**config.mk**
```make
export PLATFORM = sky130hd
export DESIGN_NAME = psw_divider
export DESIGN_NICKNAME = d
export VERILOG_FILES = /design/src/rtl/psw_pkg.sv /design/src/rtl/psw_cfg_reg.sv /design/src/rtl/psw_prescaler.sv /design/src/rtl/psw_swallow_ctl.sv /design/src/rtl/psw_divider.sv
export SDC_FILE = /design/constraint.sdc
export NUM_CORES = 1
export LEC_CHECK = 0
export ABC_AREA = 0
export BUFFER_PORTS_ARGS = -buffer_cell sky130_fd_sc_hd__buf_2
export CORE_ASPECT_RATIO = 0.6
export CORE_MARGIN = 2
export CORE_UTILIZATION = 45
export CTS_CLUSTER_SIZE = 25
export DETAILED_ROUTE_END_ITERATION = 12
export PLACE_DENSITY = 0.65
export RECOVER_POWER = 50
export SLEW_MARGIN = 20
export SYNTH_ARGS = -nofsm -noshare
export SYNTH_HDL_FRONTEND = slang
export SYNTH_SLANG_ARGS = --single-unit
```
**constraint.sdc**
```tcl
create_clock -name clk_i -period 2.7 [get_ports clk_i]
set_input_delay 0.54 -clock clk_i [delete_from_list [all_inputs] [get_ports clk_i]]
set_output_delay 0.54 -clock clk_i [all_outputs]
set_load 0.02 [all_outputs]
```
**src/rtl/psw_pkg.sv**
```systemverilog
package psw_pkg;
    localparam int MAIN_W   = 11;
    localparam int SWAL_W   = 7;
    localparam int MAIN_MIN = 3;

    typedef struct packed {
        logic [MAIN_W-1:0] main_div;
        logic [SWAL_W-1:0] swal;
        logic              sel_small;
        logic              err;
    } psw_cfg_t;

    typedef struct packed {
        logic [MAIN_W-1:0] mn;
        logic [SWAL_W-1:0] sw;
        logic              mc;
        logic              fp;
    } psw_cnt_t;
endpackage

```
**src/rtl/psw_cfg_reg.sv**
```systemverilog
module psw_cfg_reg
    import psw_pkg::*;
(
    input  logic              clk_i,
    input  logic              rst_ni,
    input  logic              reload_i,
    input  logic [MAIN_W-1:0] main_div_i,
    input  logic [SWAL_W-1:0] swallow_i,
    input  logic              mod_sel_i,
    output psw_cfg_t          nxt_o,
    output psw_cfg_t          act_o
);
    psw_cfg_t cfg_d, cfg_q, clean;

    // Clamp the main count and build the candidate setting.
    always_comb begin
        clean.err       = (main_div_i < MAIN_W'(MAIN_MIN));
        clean.main_div  = clean.err ? MAIN_W'(MAIN_MIN) : main_div_i;
        clean.swal      = swallow_i;
        clean.sel_small = mod_sel_i;
        cfg_d           = reload_i ? clean : cfg_q;
    end

    always_ff @(posedge clk_i or negedge rst_ni) begin
        if (!rst_ni) cfg_q <= '0;
        else         cfg_q <= cfg_d;
    end

    assign nxt_o = clean;
    assign act_o = cfg_q;
endmodule

```
**src/rtl/psw_prescaler.sv**
```systemverilog
module psw_prescaler #(
    parameter int M_LO = 64,
    parameter int M_HI = 128
) (
    input  logic clk_i,
    input  logic rst_ni,
    input  logic sel_small_i,
    input  logic plus_i,
    output logic tick_o
);
    localparam int PC_W = $clog2(M_HI + 1);

    logic [PC_W-1:0] pc_d, pc_q, load;

    // Load value M-1 gives M cycles; load value M gives M+1 cycles.
    always_comb begin
        if (sel_small_i) load = plus_i ? PC_W'(M_LO) : PC_W'(M_LO - 1);
        else             load = plus_i ? PC_W'(M_HI) : PC_W'(M_HI - 1);
        pc_d = tick_o ? load : pc_q - PC_W'(1);
    end

    always_ff @(posedge clk_i or negedge rst_ni) begin
        if (!rst_ni) pc_q <= '0;
        else         pc_q <= pc_d;
    end

    assign tick_o = (pc_q == '0);
endmodule

```
**src/rtl/psw_swallow_ctl.sv**
```systemverilog
module psw_swallow_ctl
    import psw_pkg::*;
(
    input  logic              clk_i,
    input  logic              rst_ni,
    input  logic              tick_i,
    input  logic [MAIN_W-1:0] ld_main_i,
    input  logic [SWAL_W-1:0] ld_swal_i,
    output logic              reload_o,
    output logic              plus_next_o,
    output logic              fp_o,
    output logic              mod_ctl_o
);
    psw_cnt_t st_d, st_q;

    assign reload_o = tick_i && (st_q.mn <= MAIN_W'(1));

    always_comb begin
        st_d    = st_q;
        st_d.fp = 1'b0;
        if (tick_i) begin
            if (reload_o) begin
                st_d.mn = ld_main_i;
                st_d.sw = ld_swal_i;
                st_d.fp = 1'b1;
            end else begin
                st_d.mn = st_q.mn - MAIN_W'(1);
                st_d.sw = (st_q.sw != '0) ? st_q.sw - SWAL_W'(1) : '0;
            end
            st_d.mc = (st_d.sw != '0);
        end
    end

    always_ff @(posedge clk_i or negedge rst_ni) begin
        if (!rst_ni) begin
            st_q    <= '0;
            st_q.mn <= MAIN_W'(1);
        end else begin
            st_q <= st_d;
        end
    end

    assign plus_next_o = st_d.mc;
    assign fp_o        = st_q.fp;
    assign mod_ctl_o   = st_q.mc;
endmodule

```
**src/rtl/psw_divider.sv**
```systemverilog
module psw_divider
    import psw_pkg::*;
#(
    parameter int M_LO = 64,
    parameter int M_HI = 128
) (
    input  logic              clk_i,
    input  logic              rst_ni,
    input  logic [MAIN_W-1:0] main_div_i,
    input  logic [SWAL_W-1:0] swallow_i,
    input  logic              mod_sel_i,
    output logic              fp_o,
    output logic              mod_ctl_o,
    output logic              ratio_err_o
);
    psw_cfg_t cfg_nxt, cfg_act;
    logic     tick, reload, plus_next, sel_eff;

    psw_cfg_reg u_cfg (
        .clk_i      (clk_i),
        .rst_ni     (rst_ni),
        .reload_i   (reload),
        .main_div_i (main_div_i),
        .swallow_i  (swallow_i),
        .mod_sel_i  (mod_sel_i),
        .nxt_o      (cfg_nxt),
        .act_o      (cfg_act)
    );

    // At a reload the new select governs the prescaler cycle that starts.
    assign sel_eff = reload ? cfg_nxt.sel_small : cfg_act.sel_small;

    psw_prescaler #(.M_LO(M_LO), .M_HI(M_HI)) u_pre (
        .clk_i       (clk_i),
        .rst_ni      (rst_ni),
        .sel_small_i (sel_eff),
        .plus_i      (plus_next),
        .tick_o      (tick)
    );

    psw_swallow_ctl u_ctl (
        .clk_i       (clk_i),
        .rst_ni      (rst_ni),
        .tick_i      (tick),
        .ld_main_i   (cfg_nxt.main_div),
        .ld_swal_i   (cfg_nxt.swal),
        .reload_o    (reload),
        .plus_next_o (plus_next),
        .fp_o        (fp_o),
        .mod_ctl_o   (mod_ctl_o)
    );

    assign ratio_err_o = cfg_act.err;
endmodule

```
==> flow_metrics.env <==
export IMPL_placed_area_um2=1947
export IMPL_diodes=0
export IMPL_cap_viol_max_count=1
export IMPL_postLayoutCellArea_um2=2021
export IMPL_holdBufCountCts=0
export IMPL_cts_root_buf="clkbuf_8"
export IMPL_hold_viol_final=0
export IMPL_setup_tns_final_ns=0
export IMPL_routedWlPerCell_um=15.85
export IMPL_synth_cell_type_count=48
export IMPL_critPathCaptureType="flip-flop"
export IMPL_post_cts_setup_buffer_count=0
export IMPL_period_share_pct=81.86
export IMPL_vias_per_cell=5.909
export IMPL_peakVddDrop_v=0.0002446
export IMPL_seqPwrFrac_pct=55.0
export IMPL_gp_congestion=0.8766
export IMPL_cts_tree="done"
export IMPL_cp_required_ns=2.86
export IMPL_ctsHtreeMaxLevel=2
export IMPL_clkSinkCount=30
export IMPL_dr_total_vias=1619
export IMPL_crit_type="flip-flop to flip-flop"
export IMPL_grt_total_usage_pct=21.42
export IMPL_p_sw_uw=179.4
export IMPL_p_per_area_nw_per_um2=404.8
export IMPL_ys_seq_area_share_pct=41.74
export IMPL_tightest_slew_ns=1.600
export IMPL_pin_count=24
export IMPL_die_x_um=85.69
export IMPL_synth_warnings=0
export IMPL_slew_viol_final=31
export IMPL_grt_max_degree=31
export IMPL_grt_pass1_vias=1500
export IMPL_die_h_um=53.02
export IMPL_cts_clk_slew_worst_paths_ns=0.07
export IMPL_start_util_pct=48.13
export IMPL_ys_ff_latch=30
export IMPL_synth_fp_nets=230
export IMPL_dr_pass1_iters=4
export IMPL_relSlewSlack_pct=-6.695
export IMPL_critPathLaunchType="flip-flop"
export IMPL_synthCells=204
export IMPL_gr_total_overflow=0
export IMPL_area_growth_pct=12.15
export IMPL_worstPathMaxFanout=24
export IMPL_grt_setup_unrepaired="no"
export IMPL_p_leak_uw=0.0008192
export IMPL_hold_path_class="flip-flop to flip-flop"
export IMPL_final_setup_viol_count=0
export IMPL_period_needed_ns=2.210
export IMPL_internal_power_uw=638.5
export IMPL_synth_area_um2=1802
export IMPL_worstSkewPairLatency_ns=0.28
export IMPL_drt_iter0_drc=133
export IMPL_fp_coreArea_um2=3744
export IMPL_violations="max-capacitance violations, max-slew violations"
export IMPL_dieArea_um2=4543
export IMPL_ctsResizeCount=0
export IMPL_power_share_switching_pct=21.94
export IMPL_power_share_clock_pct=41.4
export IMPL_max_freq_mhz=452.4
export IMPL_clockBufferDepth=2
export IMPL_arrival_ns=2.37
export IMPL_status="complete, but fails checks"
export IMPL_numCtsBuffers=5
export IMPL_antenna_left=0
export IMPL_finClkSkew_ns=0.008554
export IMPL_avgSynthCellArea_um2=8.832
export IMPL_post_dp_hpwl_um=3139
export IMPL_numPortBuffers=23
export IMPL_p_comb_share_pct=3.6
export IMPL_antenna_found_initial=0
export IMPL_drive_gt1_share_pct=17.18
export IMPL_grt_pass1_wl_um=7307
export IMPL_routed_wl_um=4343
export IMPL_finish_net_count=253
export IMPL_fillers=368
export IMPL_num_rows=17
export IMPL_drc=0
## critical path, stage by stage (launching register included)
cell and delay, ns:
dfstp_2 0.57, ha_1 0.18, o21ba_2 0.18, and4b_4 0.52, a21boi_0 0.23, a211oi_1 0.31
nor3_2 0.09
## logic make-up after synthesis
logic type,after synthesis,share of synthesized area [%]
buf+inv,26,6.180
simple gates,71,21.67
fa+ha+maj,5,3.472
xor+xnor,7,3.403
compound gates,64,22.99
flops,30,41.74
mux,1,0.5556
## state kept, by name, indices dropped and copies added, names as in the netlist
register         flops
u_ctl.st_q          18
u_pre.pc_q           8
u_cfg.act_o          2
u_ctl.fp_o           1
u_ctl.mod_ctl_o      1
## cells in the mapped netlist, drive strengths merged
cell / count / area share (%)
mux2i: 1 / 0.56
nor2: 16 / 3.3
nand4: 1 / 0.35
o2bb2ai: 2 / 0.97
nand2b: 1 / 0.35
a221oi: 2 / 0.97
xnor2: 2 / 0.97
or4: 1 / 0.42
nor2b: 1 / 0.35
or4b: 1 / 0.56
xor2: 5 / 2.4
o32ai: 1 / 0.49
a22oi: 2 / 0.83
and4b: 1 / 0.76
or3b: 1 / 0.49
buf: 6 / 2.0
o22ai: 5 / 1.7
inv: 16 / 3.3
nor4: 6 / 2.4
dfstp: 1 / 1.5
or3: 6 / 2.4
nand4b: 1 / 0.49
ha: 5 / 3.5
clkbuf: 4 / 0.83
a311oi: 1 / 0.49
a21o: 1 / 0.42
a41o: 1 / 0.56
o41ai: 1 / 0.49
o21ba: 1 / 0.56
nand2: 13 / 2.7
a221o: 1 / 0.56
a211oi: 4 / 1.7
o31ai: 2 / 0.83
o211ai: 1 / 0.42
nand3: 3 / 1.1
a21oi: 22 / 6.7
nor3: 17 / 5.3
dfrtp: 29 / 40
o21ai: 14 / 3.9
and3: 2 / 0.69
a32oi: 2 / 0.97
a21boi: 1 / 0.42
## power by group through the flow
| stage | Clock (uW) | Sequential (uW) | Combinational [uW] |
|---|---|---|---|
| after detailed placement | 0 | 458 | 30.2 |
| after floorplan | 0 | 458 | 2.48 |
| after CTS | 344 | 450 | 30.5 |
| final | 338 | 450 | 29.7 |
| after global routing | 371 | 449 | 33.6 |
| after global placement | 0 | 458 | 29.7 |
## through the flow
stage                     total power (uW)  utilization (%)  hold WS, ns  setup WS [ns]  cells
final                                817.9            53.98       0.4749         0.4897    274
after global routing                 854.1            53.98       0.4911         0.3505    274
after CTS                            824.6            54.04       0.3186         0.5280    274
after detailed placement             488.0            52.01       0.4622         0.5356    267
after global placement               487.5            52.01       0.4636         0.6158    267
after floorplan                      460.4                -       0.2444         0.7542    204
## area by class of cell
class	count	area [um^2]	area share (%)
timing repair buffer	26	135.1	6.687
clock buffer	7	76.32	3.777
sequential	30	752.0	37.21
multi-input combinational	148	938.4	46.44
tap	47	58.81	2.910
inverter	16	60.06	2.972
## placed cells by master, fill, tap and decap left out, types with 3 or more instances in the layout
cell       n
buf_4      3
a21oi_1   21
o22ai_1    5
inv_1     16
nor3_1    15
nor2_1    16
or3_1      5
buf_2     21
xor2_1     5
nand2_1   13
nor4_1     5
clkbuf_1   4
o21ai_0   14
clkbuf_8   5
ha_1       5
a211oi_1   4
dfrtp_1   29
## worst paths after layout
kind                                           startpoint  cells after the start                          to  slack, ns
worst max-delay path            u_ctl.st_q[9]$_DFFE_PN1P_                      6     u_pre.pc_q[6]$_DFF_PN0_       0.49
worst min-delay path            u_ctl.mod_ctl_o$_DFF_PN0_                      1   u_ctl.mod_ctl_o$_DFF_PN0_       0.47
worst max register to register  u_ctl.st_q[9]$_DFFE_PN1P_                      6     u_pre.pc_q[6]$_DFF_PN0_       0.49
worst min register to register  u_ctl.mod_ctl_o$_DFF_PN0_                      1   u_ctl.mod_ctl_o$_DFF_PN0_       0.47
max in group asynchronous                          rst_ni                      1     u_pre.pc_q[3]$_DFF_PN0_       1.11
min in group asynchronous                          rst_ni                      1  u_ctl.st_q[14]$_DFFE_PN0P_       0.66
## routing by layer
| metal | global-route usage (%) | vias up | part of all wire, % |
|---|---|---|---|
| met5 | 0 | - | 0 |
| met4 | 7.143 | 0 | 0.97 |
| met3 | 5.616 | 6 | 7.5 |
| met2 | 32.29 | 54 | 42 |
| met1 | 29.97 | 761 | 49 |
| li1 | - | 798 | - |
No activity file was read; power rests on OpenSTA's default activity.
